## src/rtl/dts_pkg.sv

```systemverilog
package dts_pkg;

  typedef enum logic [1:0] {
    ST_OFF = 2'b00,
    ST_ONE = 2'b01,
    ST_TWO = 2'b10,
    ST_FIN = 2'b11
  } dts_state_e;

  typedef enum logic [1:0] {
    SC_SEQ  = 2'b00,
    SC_IMM  = 2'b01,
    SC_ORD  = 2'b10,
    SC_NONE = 2'b11
  } dts_scen_e;

endpackage

```

## src/rtl/dts_rst_sync.sv

```systemverilog
module dts_rst_sync (
  input  logic clk,
  input  logic rst_n_i,
  output logic rst_n_o
);

  logic [1:0] sync_q;

  always_ff @(posedge clk or negedge rst_n_i) begin
    if (!rst_n_i) sync_q <= 2'b00;
    else          sync_q <= {sync_q[0], 1'b1};
  end

  assign rst_n_o = sync_q[1];

endmodule

```

## src/rtl/dts_event_qual.sv

```systemverilog
module dts_event_qual #(
  parameter int NUM_CMP = 3
) (
  input  logic               clk,
  input  logic               rst_n,
  input  logic               range_en_i,
  input  logic [NUM_CMP-1:0] match_i,
  output logic [NUM_CMP-1:0] ev_o
);

  // level of comparator 0 in the previous cycle, used for window entry
  logic m0_prev_q;
  logic m0_prev_en;

  assign m0_prev_en = 1'b1;

  always_ff @(posedge clk or negedge rst_n) begin
    if (!rst_n)          m0_prev_q <= 1'b0;
    else if (m0_prev_en) m0_prev_q <= match_i[0];
  end

  for (genvar gi = 0; gi < NUM_CMP; gi++) begin : g_ev
    if (gi == 0) begin : g_lo
      assign ev_o[gi] = range_en_i ? (match_i[gi] & ~m0_prev_q) : match_i[gi];
    end else if (gi == 1) begin : g_hi
      assign ev_o[gi] = range_en_i ? 1'b0 : match_i[gi];
    end else begin : g_plain
      assign ev_o[gi] = match_i[gi];
    end
  end

  AST_ENTRY_NOT_BACK_TO_BACK: assert property (@(posedge clk) disable iff (!rst_n)
    (range_en_i && ev_o[0]) |=> !(range_en_i && ev_o[0]));

endmodule

```

## src/rtl/dts_sel.sv

```systemverilog
module dts_sel #(
  parameter int NUM_CMP = 3,
  localparam int CTL_W  = NUM_CMP + 1
) (
  input  logic [CTL_W-1:0]   ctl_i,
  input  logic [NUM_CMP-1:0] ev_i,
  output logic               hit_o
);

  logic [NUM_CMP-1:0] mask;
  logic               need_all;
  logic [NUM_CMP-1:0] seen;

  always_comb begin
    mask     = ctl_i[NUM_CMP-1:0];
    need_all = ctl_i[NUM_CMP];
    seen     = ev_i & mask;
    if (mask == '0)    hit_o = 1'b0;
    else if (need_all) hit_o = (seen == mask);
    else               hit_o = |seen;
  end

endmodule

```

## src/rtl/dts_fsm.sv

```systemverilog
module dts_fsm
  import dts_pkg::*;
(
  input  logic       clk,
  input  logic       rst_n,
  input  logic       arm_i,
  input  logic       disarm_i,
  input  logic [1:0] scen_i,
  input  logic       hit_a_i,
  input  logic       hit_b_i,
  output logic [1:0] state_o,
  output logic       trig_o
);

  dts_state_e state_q, state_d;
  logic       state_en;
  logic       trig_q, trig_d;

  always_comb begin
    state_d = state_q;
    if (disarm_i) begin
      state_d = ST_OFF;
    end else if (arm_i) begin
      state_d = ST_ONE;
    end else begin
      unique case (state_q)
        ST_ONE: begin
          unique case (scen_i)
            SC_SEQ:  if (hit_a_i) state_d = ST_TWO;
            SC_IMM:  if (hit_a_i) state_d = ST_FIN;
            SC_ORD: begin
              if (hit_a_i)      state_d = ST_TWO;
              else if (hit_b_i) state_d = ST_FIN;
            end
            default: state_d = state_q;
          endcase
        end
        ST_TWO: begin
          unique case (scen_i)
            SC_SEQ:  if (hit_b_i) state_d = ST_FIN;
            SC_ORD: begin
              if (hit_b_i)      state_d = ST_ONE;
              else if (hit_a_i) state_d = ST_FIN;
            end
            default: state_d = state_q;
          endcase
        end
        default: state_d = state_q;
      endcase
    end
  end

  assign state_en = arm_i | disarm_i | (state_q == ST_ONE) | (state_q == ST_TWO);
  assign trig_d   = (state_d == ST_FIN) && (state_q != ST_FIN);

  always_ff @(posedge clk or negedge rst_n) begin
    if (!rst_n)        state_q <= ST_OFF;
    else if (state_en) state_q <= state_d;
  end

  always_ff @(posedge clk or negedge rst_n) begin
    if (!rst_n) trig_q <= 1'b0;
    else        trig_q <= trig_d;
  end

  assign state_o = state_q;
  assign trig_o  = trig_q;

  AST_TRIG_SINGLE: assert property (@(posedge clk) disable iff (!rst_n)
    trig_q |=> !trig_q);
  AST_TRIG_IN_FINAL: assert property (@(posedge clk) disable iff (!rst_n)
    trig_q |-> (state_q == ST_FIN));
  AST_FINAL_STICKY: assert property (@(posedge clk) disable iff (!rst_n)
    (state_q == ST_FIN && !arm_i && !disarm_i) |=> (state_q == ST_FIN));
  AST_DISARM_WINS: assert property (@(posedge clk) disable iff (!rst_n)
    disarm_i |=> (state_q == ST_OFF));
  AST_OFF_IDLE: assert property (@(posedge clk) disable iff (!rst_n)
    (state_q == ST_OFF && !arm_i) |=> (state_q == ST_OFF));
  AST_SEQ_NO_SKIP: assert property (@(posedge clk) disable iff (!rst_n)
    (state_q == ST_ONE && scen_i == SC_SEQ && !arm_i && !disarm_i)
      |=> (state_q != ST_FIN));

endmodule

```

## src/rtl/dbg_trig_seq.sv

```systemverilog
module dbg_trig_seq #(
  parameter int NUM_CMP = 3,
  localparam int CTL_W  = NUM_CMP + 1
) (
  input  logic               clk,
  input  logic               rst_n,
  input  logic               arm_i,
  input  logic               disarm_i,
  input  logic               range_en_i,
  input  logic [1:0]         scen_i,
  input  logic [CTL_W-1:0]   ctl_one_i,
  input  logic [CTL_W-1:0]   ctl_two_i,
  input  logic [NUM_CMP-1:0] match_i,
  output logic [1:0]         state_o,
  output logic               trig_o
);

  logic               rst_n_sync;
  logic [NUM_CMP-1:0] ev;
  logic               hit_a;
  logic               hit_b;

  dts_rst_sync u_rst (
    .clk     (clk),
    .rst_n_i (rst_n),
    .rst_n_o (rst_n_sync)
  );

  dts_event_qual #(.NUM_CMP(NUM_CMP)) u_qual (
    .clk        (clk),
    .rst_n      (rst_n_sync),
    .range_en_i (range_en_i),
    .match_i    (match_i),
    .ev_o       (ev)
  );

  dts_sel #(.NUM_CMP(NUM_CMP)) u_sel_a (
    .ctl_i (ctl_one_i),
    .ev_i  (ev),
    .hit_o (hit_a)
  );

  dts_sel #(.NUM_CMP(NUM_CMP)) u_sel_b (
    .ctl_i (ctl_two_i),
    .ev_i  (ev),
    .hit_o (hit_b)
  );

  dts_fsm u_fsm (
    .clk      (clk),
    .rst_n    (rst_n_sync),
    .arm_i    (arm_i),
    .disarm_i (disarm_i),
    .scen_i   (scen_i),
    .hit_a_i  (hit_a),
    .hit_b_i  (hit_b),
    .state_o  (state_o),
    .trig_o   (trig_o)
  );

endmodule

```

## config.mk

```make
export PLATFORM = sky130hd
export DESIGN_NAME = dbg_trig_seq
export DESIGN_NICKNAME = d
export VERILOG_FILES = /design/src/rtl/dts_pkg.sv /design/src/rtl/dts_rst_sync.sv /design/src/rtl/dts_event_qual.sv /design/src/rtl/dts_sel.sv /design/src/rtl/dts_fsm.sv /design/src/rtl/dbg_trig_seq.sv
export SDC_FILE = /design/constraint.sdc
export NUM_CORES = 1
export LEC_CHECK = 0
export ABC_AREA = 1
export BUFFER_PORTS_ARGS = -buffer_cell sky130_fd_sc_hd__buf_2
export CAP_MARGIN = 20
export CORE_AREA = 10 10 47 49
export CTS_BUF_LIST = sky130_fd_sc_hd__clkbuf_16
export CTS_CLUSTER_DIAMETER = 40
export DETAILED_ROUTE_END_ITERATION = 10
export DIE_AREA = 0 0 57 59
export PLACE_DENSITY = 0.78
export SLEW_MARGIN = 25
export SYNTH_ARGS = -nofsm -noshare
export SYNTH_HDL_FRONTEND = slang
export SYNTH_SLANG_ARGS = --single-unit
```

## constraint.sdc

```tcl
create_clock -name clk -period 0.8 [get_ports clk]
set_input_delay 0.04 -clock clk [delete_from_list [all_inputs] [get_ports clk]]
set_output_delay 0.04 -clock clk [all_outputs]
set_load 0.03 [all_outputs]
```

==> Implementation_results.wiki, run 1 <==
{| class="wikitable"
! Metric !! Value
|-
| Detail Placement HPWL || 1.264 mm
|-
| Worst reg2reg startpoint || u_fsm.state_o[0]
|-
| Sort of element at the end of the critical path || register
|-
| Via count of the first global-routing pass || 681
|-
| Sequential-to-total area share from yosys stat || 0.2703
|-
| Critical path data arrival time || 1.55 ns
|-
| Detailed-router iteration count before antenna repair || 4
|-
| Final #Nets || 145
|-
| Crit share post-route || 1.808
|-
| Insertion delay of the later-clocked pin in the worst-skew pair || 0.22 ns
|-
| Post-DRT Antenna Nets || 0
|-
| Destination of the worst register-to-register timing path || u_fsm.state_o[0]
|-
| Critical path required time || 0.91 ns
|-
| Routed via count divided by cell count || 4.696
|-
| Global placement routability congestion || 0.7839
|-
| Cells after synthesis || 91
|-
| Max-cap check violation count || 0
|-
| Y dimension of the die || 59 um
|-
| Status || finished, violations left
|-
| Async set-reset flop share out of synthesis || 1.000
|-
| Vias after detailed routing || 648
|-
| Antenna violations before repair || 0
|-
| Global route total overflow || 0
|-
| Top area cells in the synthesized netlist || dfrtp_1, nand2_1, inv_1
|-
| Max-slew violation total from the final report || 0
|-
| Syn Nets || 112
|-
| Cell Pwr Density || 1937 nW/um2
|-
| Final TNS setup || -2.156 ns
|-
| Maximum clock skew at final layout || 0.0005072 ns
|-
| Worst Setup Slack, final || -0.6461 ns
|-
| Flop and latch count out of synthesis || 6
|-
| Highest clock frequency the design can meet || 691.5 MHz
|-
| Worst hold-check path type || reg -> async
|-
| List of most frequent post-synthesis cells || nand2_1, inv_1, nand3_1, dfrtp_1, nor2_1
|-
| Count of cell types in the netlist || 18
|-
| Area growth from synthesis to layout || 61.71%
|-
| Cell accounting for the most synthesized area || dfrtp_1
|-
| Top-count cell post-synth || nand2_1
|-
| Number of CTS-inserted buffers || 3
|-
| Time the final worst path needs with I/O delays and setup || 1.446 ns
|-
| Clock buffer depth || 2
|-
| Crit path to || u_fsm.state_o[0]
|-
| Cell depth of the worst flop-to-flop path || 9
|-
| Clock edge transition at the registers on the reported setup and hold paths || 0.03 ns
|-
| Syn_area_per_cell || 6.105 um2
|-
| Core Area || 1401 um2
|-
| Placement Rows || 14
|-
| Remaining DRCs || 0
|-
| Number of sinks driven by the clock tree || 6
|-
| CP Launch Type || register
|-
| Worst R2R Setup Slack || -0.65 ns
|-
| GRT Resource Usage Total || 0.09268
|-
| Starting Density || 0.3964
|-
| Post-synth EDFFs || 0
|-
| Pin count of the biggest net entering global routing || 6
|-
| Die ar. || 3363 um2
|-
| CTS HTree Levels || 1
|-
| Initial DRC count || 5
|-
| Post-CTS setup repair buffer count || 0
|-
| Proportion of layout cells with a drive suffix above 1 || 0.4262
|-
| Class of the most critical setup path || reg -> reg
|-
| Floorplan die width || 57 um
|-
| Endpoints failing hold || 0
|-
| Final-report setup violation count || 5
|-
| Total leakage power || 0.5013 nW
|-
| Total routed wirelength || 1.629 mm
|-
| Number of antenna repair diodes || 0
|-
| Violations in the final reports || negative setup slack
|-
| Combined area of all synthesized cells || 555.5 um2
|-
| Power after layout || 0.001740 W
|-
| First-pass GRT wire length || 2.711 mm
|-
| Crit-path max FO || 5
|-
| Number of I/O port buffers || 20
|-
| TritonCTS clock tree || done
|-
| Clk Tree Root Cell || clkbuf_16
|-
| Share of the synthesized area in the top cell type || 0.2703
|-
| Number of warnings reported in the yosys synthesis log || 0
|-
| Per-cell routed wire length || 11.80 um
|-
| Most used flip-flop cell after synthesis || dfrtp_1
|-
| Unrepaired setup endpoints after global routing || yes
|-
| Worst vdd ir || 2.045 mV
|-
| Number of ports placed on the die boundary || 21
|-
| Launching instance or port of the critical path || u_fsm.state_o[0]
|}
==> cell type report <==
cell class	count	area, um2
Clock buffer	3	75.07
Multi-Input combinational cell	68	381.6
Timing Repair Buffer	28	191.4
Tap cell	16	20.02
Inverter	17	77.57
Sequential cell	6	152.6
Fill cell	116	503.0
==> registers in the layout, indices dropped and copies added (netlist names) <==
signal / cells
u_fsm.trig_o: 1
u_fsm.state_o: 2
u_rst.sync_q: 2
u_qual.m0_prev_q: 1
==> kinds of logic (layout without fill, tap and decap cells) <==
group	Yosys count	count (layout)	share of synthesized area
buffers and inverters	17	48	0.1396
DFF	6	6	0.2703
adders and majority gates	3	3	0.06757
AOI/OAI and AO/OA	8	8	0.08558
other	1	1	0.006750
and+or+nand+nor	56	56	0.4302
==> worst min path at each step <==
stage | start | to | slack [ns] | cells past startpoint
5_1_grt | u_rst.sync_q[1] | u_qual.m0_prev_q | 0.08 | 0
3_5_place_dp | rst_n | u_rst.sync_q[1] | -0.17 | 1
4_1_cts | u_rst.sync_q[1] | u_qual.m0_prev_q | 0.07 | 0
6_report | u_rst.sync_q[1] | u_fsm.trig_o | 0.06 | 0
3_3_place_gp | rst_n | u_rst.sync_q[0] | -0.17 | 1
2_1_floorplan | rst_n | u_rst.sync_q[0] | -0.26 | 0
==> per-stage QoR <==
stage | hold slack [ns] | utilization | cells | area, um2 | setup WS [ns]
after floorplan | -0.2556 | - | 91 | 578.1 | -0.6215
after global placement | -0.1737 | 0.5304 | 133 | 743.2 | -0.5943
after detailed placement | -0.1710 | 0.5304 | 133 | 743.2 | -0.6149
final | 0.05690 | 0.6411 | 138 | 898.4 | -0.6461
after global routing | 0.08129 | 0.6411 | 138 | 898.4 | -0.7588
after CTS | 0.06562 | 0.6196 | 138 | 868.3 | -0.6313
==> worst max-delay path, cell delays in order (launching register included) <==
cell     delay, ns
dfrtp_2       0.40
inv_2         0.07
ha_4          0.18
or2_4         0.22
o21ai_2       0.11
nand2_1       0.06
nand2_1       0.06
nand2_1       0.07
nand3_1       0.09
nand2_1       0.06
==> repair_timing <==
action | in CTS | in global routing
gates resized for setup | 9 | 7
hold buffers | 2 | 0
hold endpoints to repair | 3 | 0
endpoints found under the setup margin | 6 | 6
pin swaps | 2 | 4
==> where the power goes <==
group	switching (W)	internal (W)
clock	0.000148	0.000640
sequential	0.0000298	0.000331
combinational	0.000304	0.000288
total	0.000481	0.00126
==> placed cells by master, fill, tap and decap left out, drive strengths merged <==
| cell type | synthesis | routed |
|---|---|---|
| clkinv | 1 | 1 |
| conb | 1 | 1 |
| nand3 | 10 | 10 |
| o21ai | 3 | 3 |
| ha | 3 | 3 |
| bufinv | 1 | 1 |
| dlygate4sd3 | 0 | 2 |
| nor2 | 8 | 8 |
| or2 | 1 | 1 |
| a21oi | 5 | 5 |
| clkbuf | 0 | 3 |
| nor3 | 1 | 1 |
| buf | 0 | 26 |
| nand2 | 36 | 36 |
| dfrtp | 6 | 6 |
| inv | 15 | 15 |
==> layer usage <==
layer  wire, um  vias to the layer above  part of all wire  global-route usage
li1           -                      341                 -                   -
met1        662                      292              0.41             0.09319
met2        898                       15              0.55              0.1845
met3         67                        0             0.041             0.02361
met4          0                        0                 0             0.02013
met5          0                        -                 0                   0
(Power assumes the default switching activity.)
==> inputs of run 2 (changes only) <==
- ABC_AREA: 1 -> 0
- PLACE_DENSITY: 0.78 -> 0.72
==> run 2 against run 1 <==
Compared with the run above:
- the flow still finishes with violations (negative setup slack)
- global-route usage is 1.7 points higher
- synthesized cell count is 37% lower
- largest power group unchanged
- sequential share of layout area is 0.98 points lower
- sequential cell count stayed put
- highest routed layer is now met4
- critical path depth is 3 lower
- design area is 6.1% higher
- routed wire length is 11% higher
- total power is 14% lower
- register-to-register slack worse by 0.04 ns
==> Implementation_results.wiki, run 2 <==
{| class="wikitable"
! Metric !! Value
|-
| Clock edge transition at the registers on the reported setup and hold paths || 0.03 ns (about the same)
|-
| Vias after detailed routing || 666 (was 648)
|-
| DP Cell Count || 107 (was 133)
|-
| Insertion delay of the later-clocked pin in the worst-skew pair || 0.23 ns (was 0.22 ns)
|-
| First-pass GRT wire length || 3.070 mm (was 2.711 mm)
|-
| Worst Setup Slack, final || -0.6857 ns (was -0.6461 ns)
|-
| Class of the most critical setup path || reg -> reg (unchanged)
|-
| Final #Nets || 121 (was 145)
|-
| Number of I/O port buffers || 20 (unchanged)
|-
| Highest routing layer actually used || met4 (was met3)
|-
| Sort of element at the end of the critical path || register (unchanged)
|-
| GRT Resource Usage Total || 0.1097 (was 0.09268)
|-
| Max-slew violation total from the final report || 0 (unchanged)
|-
| Most common cell after layout, fill and taps aside || buf_2 (was nand2_1)
|-
| Antenna violations before repair || 0 (unchanged)
|-
| Combined area of all synthesized cells || 490.5 um2 (was 555.5 um2)
|-
| Met2 routed wirelength || 916 um (was 898 um)
|-
| Xor/xnor cell area share of the yosys netlist || 0 (unchanged)
|-
| Die ar. || 3363 um2 (unchanged)
|-
| Violations in the final reports || negative setup slack (unchanged)
|-
| Most used flip-flop cell after synthesis || dfrtp_1 (unchanged)
|-
| Number of CTS-inserted buffers || 3 (unchanged)
|-
| Post-Route M1 WL || 714 um (was 662 um)
|-
| Endpoints failing hold || 0 (unchanged)
|-
| Starting Density || 0.3500 (was 0.3964)
|-
| Cell accounting for the most synthesized area || dfrtp_1 (unchanged)
|-
| Mux cell area share after synthesis || 0 (unchanged)
|-
| Clk Tree Root Cell || clkbuf_16 (unchanged)
|-
| Status || finished, violations left (unchanged)
|-
| Most used cells in the layout excluding fill and tap cells || buf_2, buf_4, nand2_1, buf_6, dfrtp_1 (was nand2_1, buf_2, inv_1, nand3_1)
|-
| Met3 WL || 104 um (was 67 um)
|-
| Detail Placement HPWL || 1.235 mm (was 1.264 mm)
|-
| Syn_area_per_cell || 8.605 um2 (was 6.105 um2)
|-
| Per-cell routed wire length || 15.73 um (was 11.80 um)
|-
| Async set-reset flop share out of synthesis || 1.000 (unchanged)
|-
| Critical path data arrival time || 1.64 ns (was 1.55 ns)
|-
| Cell Pwr Density || 1565 nW/um2 (was 1937 nW/um2)
|-
| Max-cap check violation count || 0 (unchanged)
|-
| Worst hold-check slack || 0.05236 ns (was 0.05690 ns)
|-
| Pin count of the biggest net entering global routing || 6 (unchanged)
|-
| TritonCTS clock tree || done (unchanged)
|-
| Place WS || -0.7308 ns (was -0.6149 ns)
|-
| Top-count cell post-synth || nand2_1 (unchanged)
|-
| Placement Rows || 14 (unchanged)
|-
| Number of warnings reported in the yosys synthesis log || 0 (unchanged)
|-
| Worst hold-check path type || reg -> async (unchanged)
|-
| Floorplan die width || 57 um (unchanged)
|-
| Post-route non-filler standard cell count || 115 (was 138)
|-
| Number of ports placed on the die boundary || 21 (unchanged)
|-
| Post-DRT Antenna Nets || 0 (unchanged)
|-
| Adder and majority gate portion of the synthesized area || 0.07653 (was 0.06757)
|-
| Proportion of layout cells with a drive suffix above 1 || 0.5354 (was 0.4262)
|-
| Crit-path max FO || 3 (was 5)
|-
| Count of cell types in the netlist || 28 (was 18)
|-
| Post-synth EDFFs || 0 (unchanged)
|-
| Complex-gate fraction of the synthesized area || 0.4005 (was 0.08559)
|-
| Remaining DRCs || 0 (unchanged)
|-
| Total routed wirelength || 1.809 mm (was 1.629 mm)
|-
| Initial DRC count || 14 (was 5)
|-
| Global placement routability congestion || 0.8381 (was 0.7839)
|-
| Detailed-router iteration count before antenna repair || 4 (unchanged)
|-
| Global route total overflow || 0 (unchanged)
|-
| List of most frequent post-synthesis cells || nand2_1, dfrtp_1, a21oi_1, inv_1, nand3_1 (was nand2_1, inv_1, nand3_1, dfrtp_1, nor2_1)
|-
| Maximum clock skew at final layout || 0.002505 ns (was 0.0005072 ns)
|-
| Number of sinks driven by the clock tree || 6 (unchanged)
|-
| Crit share post-route || 1.857 (was 1.808)
|-
| Final TNS setup || -2.369 ns (was -2.156 ns)
|-
| Sequential-to-total area share from yosys stat || 0.3061 (was 0.2703)
|-
| Unrepaired setup endpoints after global routing || yes (unchanged)
|-
| Via count of the first global-routing pass || 735 (was 681)
|-
| Final-report setup violation count || 5 (unchanged)
|-
| Total leakage power || 0.4340 nW (was 0.5013 nW)
|-
| CTS HTree Levels || 1 (unchanged)
|-
| Largest family of logic cells by synthesized area || compound AO/OA/AOI/OAI gates (was simple AND/OR/NAND/NOR gates)
|-
| Number of antenna repair diodes || 0 (unchanged)
|-
| Critical path required time || 0.95 ns (was 0.91 ns)
|-
| Y dimension of the die || 59 um (unchanged)
|-
| Flop and latch count out of synthesis || 6 (unchanged)
|-
| Top area cells in the synthesized netlist || dfrtp_1, ha_1, nand2_1 (was dfrtp_1, nand2_1, inv_1)
|-
| Worst vdd ir || 1.653 mV (was 2.045 mV)
|-
| Core Area || 1401 um2 (unchanged)
|-
| Syn Nets || 78 (was 112)
|-
| CP Launch Type || register (unchanged)
|-
| Routed via count divided by cell count || 5.791 (was 4.696)
|-
| Clock buffer depth || 2 (unchanged)
|-
| Time the final worst path needs with I/O delays and setup || 1.486 ns (was 1.446 ns)
|-
| Share of the synthesized area in the top cell type || 0.3061 (was 0.2703)
|-
| Cells after synthesis || 57 (was 91)
|-
| Area growth from synthesis to layout || 94.39% (was 61.71%)
|-
| Highest clock frequency the design can meet || 673.1 MHz (was 691.5 MHz)
|-
| Post-synthesis share of cell area spent on and, or, nand and nor gates || 0.1786 (was 0.4302)
|}
run 2: cell count changes in the layout (fill, tap and decap cells not counted), sizes merged, moves of 2 or more:
cell,before,now
nand2,36,9
inv,15,5
buf,26,35
nor2,8,0
nand3,10,4
a2111oi,0,2
a211oi,0,2
a21boi,0,2
a311oi,0,2
nand3b,0,2
o311a,0,2
o31a,0,2
run 2: path summary, 6_finish.rpt:
kind / startpoint / endpoint / slack (ns) / depth (start not counted)
worst max-delay path: u_qual.m0_prev_q / u_fsm.state_o[0] / -0.69 / 6
worst min-delay path: u_rst.sync_q[1] / u_fsm.trig_o / 0.05 / 0
worst max register to register: u_qual.m0_prev_q / u_fsm.state_o[0] / -0.69 / 6
worst min register to register: u_rst.sync_q[1] / u_fsm.trig_o / 0.05 / 0
max in group asynchronous: rst_n / u_rst.sync_q[1] / 0.57 / 2
min in group clk: disarm_i / u_fsm.state_o[1] / 0.10 / 3
run 2: power breakdown:
part	switching, W	internal, W
clock network	0.000158	0.000647
logic	0.000171	0.000184
registers	0.0000132	0.000319
total	0.000342	0.00115
run 2: per-stage QoR:
step           total power [W]  instance area (um2)  utilization
6_report              0.001492                953.4       0.6804
5_1_grt               0.001554                953.4       0.6804
4_1_cts               0.001489                943.4       0.6732
3_5_place_dp         0.0006088                752.0       0.5366
3_3_place_gp         0.0006044                752.0       0.5366
2_1_floorplan        0.0004701                526.8            -
run 2: area by class of cell:
| type | instances | area, um2 |
|---|---|---|
| fillers | 116 | 447.9 |
| multi-input cells | 47 | 405.4 |
| repair buffers | 38 | 281.5 |
| flip-flops and latches | 6 | 152.6 |
| clock buffers | 3 | 75.07 |
| well taps | 16 | 20.02 |
| inverters | 4 | 15.01 |
| clock inverters | 1 | 3.754 |
run 2: worst max-delay path: stages, from the launching register on:
cell and delay, ns:
dfrtp_1 0.36, nand2_2 0.08, nand3_2 0.10, a211oi_2 0.26, o221ai_1 0.19, a211o_1 0.31, a21oi_2 0.11
run 2: cell families (layout without fill, tap and decap cells):
group                    Yosys count  count (layout)
AO/OA/AOI/OAI                     26              26
adder cells (fa/ha/maj)            3               3
buffers and inverters              4              46
flip-flops                         6               6
other                              1               1
AND/OR/NAND/NOR                   17              17
run 2: timing repair:
| action | in CTS | in global routing |
|---|---|---|
| buffers inserted | 1 | 0 |
| setup endpoints to repair | 6 | 6 |
| gates resized for setup | 14 | 4 |
| pin swaps | 7 | 0 |
| hold buffers | 3 | 0 |
| hold endpoints to repair | 4 | 0 |
run 2: per-layer routing:
metal,vias to the layer above,GRT usage
met3,10,0.04936
met2,25,0.1860
met1,321,0.1067
met4,0,0.07047
li1,310,-
met5,-,0
==> inputs of run 3 (changes only) <==
- PLACE_DENSITY: 0.72 -> 0.75
- clock period: 0.8 -> 1.3 ns (I/O delays scaled with it)
==> run 3 against run 2 <==
Compared with the run above:
- the flow still finishes with violations (negative setup slack)
- critical path depth unchanged
- hold slack worse by 0.048 ns
- combinational power down 44%
- non-clock buffer count down 3
- design area down 5.9%
- sequential power down 39%
- global-route usage down 1.7 points
- sequential share of layout area up 1.0 points
- setup slack better by 0.49 ns
- routed wire length down 10%
- die area unchanged
- critical path type unchanged
- critical endpoint is now u_fsm.state_o[1]
- highest routed layer unchanged
==> Implementation_results.wiki, run 3 (same netlist as run 2, synthesis figures left out) <==
{| class="wikitable"
! Metric !! Value
|-
| Cells traversed along the worst timing path || nand2_2 > nand3_2 > a211oi_2 > buf_4 > o311a_1 > o31a_1 (was nand2_2 > nand3_2 > a211oi_2 > o221ai_1 > a211o_1 > a21oi_2)
|-
| Global routing's busiest layer || met2 (unchanged)
|-
| Endpoints failing hold || 0 (unchanged)
|-
| Most used cells in the layout excluding fill and tap cells || buf_2, buf_4, nand2_1, dfrtp_1 (was buf_2, buf_4, nand2_1, buf_6, dfrtp_1)
|-
| Floorplan die width || 57 um (unchanged)
|-
| Critical path data arrival time || 1.60 ns (was 1.64 ns)
|-
| Vias after detailed routing || 622 (was 666)
|-
| Worst vdd ir || 1.109 mV (was 1.653 mV)
|-
| TritonCTS clock tree || done (unchanged)
|-
| CP Launch Type || register (unchanged)
|-
| Pin count of the biggest net entering global routing || 6 (unchanged)
|-
| Placement Rows || 14 (unchanged)
|-
| Detailed-router iteration count before antenna repair || 4 (unchanged)
|-
| Most common cell after layout, fill and taps aside || buf_2 (unchanged)
|-
| Via count of the first global-routing pass || 628 (was 735)
|-
| Sort of element at the end of the critical path || register (unchanged)
|-
| Highest clock frequency the design can meet || 668.2 MHz (was 673.1 MHz)
|-
| Clock edge transition at the registers on the reported setup and hold paths || 0.03 ns (about the same)
|-
| Worst Setup Slack, final || -0.1965 ns (was -0.6857 ns)
|-
| Max-slew violation total from the final report || 0 (unchanged)
|-
| Routing usage on met2 || 0.1643 (was 0.1860)
|-
| Post-DRT Antenna Nets || 0 (unchanged)
|-
| Number of CTS-inserted buffers || 3 (unchanged)
|-
| Y dimension of the die || 59 um (unchanged)
|-
| Number of sinks driven by the clock tree || 6 (unchanged)
|-
| First-pass GRT wire length || 2.608 mm (was 3.070 mm)
|-
| DP Cell Count || 103 (was 107)
|-
| Total routed wirelength || 1.624 mm (was 1.809 mm)
|-
| Violations in the final reports || negative setup slack (unchanged)
|-
| Initial DRC count || 30 (was 14)
|-
| Power after layout || 0.0008974 W (was 0.001492 W)
|-
| Worst hold-check path type || in -> reg (was reg -> async)
|-
| Maximum clock skew at final layout || 0.001686 ns (was 0.002505 ns)
|-
| Routed via count divided by cell count || 5.554 (was 5.791)
|-
| Crit-path max FO || 3 (unchanged)
|-
| Post-route non-filler standard cell count || 112 (was 115)
|-
| Number of I/O port buffers || 20 (unchanged)
|-
| Area growth from synthesis to layout || 82.91% (was 94.39%)
|-
| Class of the most critical setup path || reg -> reg (unchanged)
|-
| Final-report setup violation count || 3 (was 5)
|-
| Largest stage delay on the critical path || 0.34 ns (was 0.36 ns)
|-
| Number of antenna repair diodes || 0 (unchanged)
|-
| Time the final worst path needs with I/O delays and setup || 1.497 ns (was 1.486 ns)
|-
| Crit share post-route || 1.151 (was 1.857)
|-
| Final #Nets || 118 (was 121)
|-
| Die ar. || 3363 um2 (unchanged)
|-
| Starting Density || 0.3500 (unchanged)
|-
| GR Layer Usage met1 || 0.09701 (was 0.1067)
|-
| Total leakage power || 0.4136 nW (was 0.4340 nW)
|-
| Cell Pwr Density || 1000 nW/um2 (was 1565 nW/um2)
|-
| Antenna violations before repair || 0 (unchanged)
|-
| Number of ports placed on the die boundary || 21 (unchanged)
|-
| Max-cap check violation count || 0 (unchanged)
|-
| CTS HTree Levels || 1 (unchanged)
|-
| Detail Placement HPWL || 1.250 mm (was 1.235 mm)
|-
| Global placement routability congestion || 0.8981 (was 0.8381)
|-
| GRT Resource Usage Total || 0.09319 (was 0.1097)
|-
| Insertion delay of the later-clocked pin in the worst-skew pair || 0.23 ns (about the same)
|-
| Status || finished, violations left (unchanged)
|-
| Met3 demand-to-capacity share in global routing || 0.02146 (was 0.04936)
|-
| Per-cell routed wire length || 14.50 um (was 15.73 um)
|-
| Unrepaired setup endpoints after global routing || yes (unchanged)
|-
| Place WS || -0.2801 ns (was -0.7308 ns)
|-
| Critical path required time || 1.41 ns (was 0.95 ns)
|-
| Remaining DRCs || 0 (unchanged)
|-
| Cell type of the slowest stage on the worst timing path || o311a_1 (was dfrtp_1)
|-
| Core Area || 1401 um2 (unchanged)
|-
| Clock buffer depth || 2 (unchanged)
|-
| Clk Tree Root Cell || clkbuf_16 (unchanged)
|-
| Proportion of layout cells with a drive suffix above 1 || 0.5521 (was 0.5354)
|-
| Global route total overflow || 0 (unchanged)
|}
-- run 3: per-stage QoR --
step,setup TNS (ns),hold WS [ns],instance area [um2],utilization
finish,-0.5550,0.004654,897.1,0.6402
global placement,-0.5374,-0.1510,721.9,0.5152
global route,-0.7304,0.009992,897.1,0.6402
detailed placement,-0.6667,-0.1441,721.9,0.5152
floorplan,-0.4066,-0.2306,526.8,-
CTS,-0.4115,0.002378,875.8,0.6250
-- run 3: final timing paths --
| kind | start | endpoint | slack (ns) | cells after the start |
|---|---|---|---|---|
| worst max register to register | u_qual.m0_prev_q | u_fsm.state_o[1] | -0.20 | 6 |
| worst min register to register | u_rst.sync_q[1] | u_fsm.trig_o | 0.05 | 0 |
| worst max-delay path | u_qual.m0_prev_q | u_fsm.state_o[1] | -0.20 | 6 |
| min in group asynchronous | u_rst.sync_q[1] | u_fsm.trig_o | 0.05 | 0 |
| max in group asynchronous | rst_n | u_rst.sync_q[1] | 1.06 | 2 |
| worst min-delay path | match_i[0] | u_qual.m0_prev_q | 0.005 | 1 |
-- run 3: final cells by class --
type,count,area [um2]
inverter,4,15.01
clock inverter,1,3.754
multi-input combinational,47,411.6
timing repair buffer,35,219.0
sequential,6,152.6
tap,16,20.02
clock buffer,3,75.07
fill,114,504.2
-- run 3: worst max-delay path, delay by kind of cell (launching register included) --
| kind | cells | cell delay [ns] |
|---|---|---|
| buf+inv | 1 | 0.15 |
| compound gates | 3 | 0.73 |
| simple gates | 2 | 0.18 |
| flops | 1 | 0.33 |
-- run 3: report_power, final --
part           internal, W  switching [W]
Combinational    0.0000983       0.000100
Sequential        0.000196     0.00000705
Clock             0.000398      0.0000975
Total             0.000692       0.000205
-- run 3: repair_timing --
item	4_1_cts	5_1_grt
endpoints found under the hold margin	2	0
hold buffers	1	0
resized for setup	10	1
pin swaps	4	3
buffers inserted	2	2
setup endpoints to repair	3	3
-- run 3: routing by layer --
metal | part of all wire | wire length [um]
met1 | 0.41 | 667
met2 | 0.52 | 841
met3 | 0.047 | 77
met4 | 0.023 | 37
met5 | 0 | 0
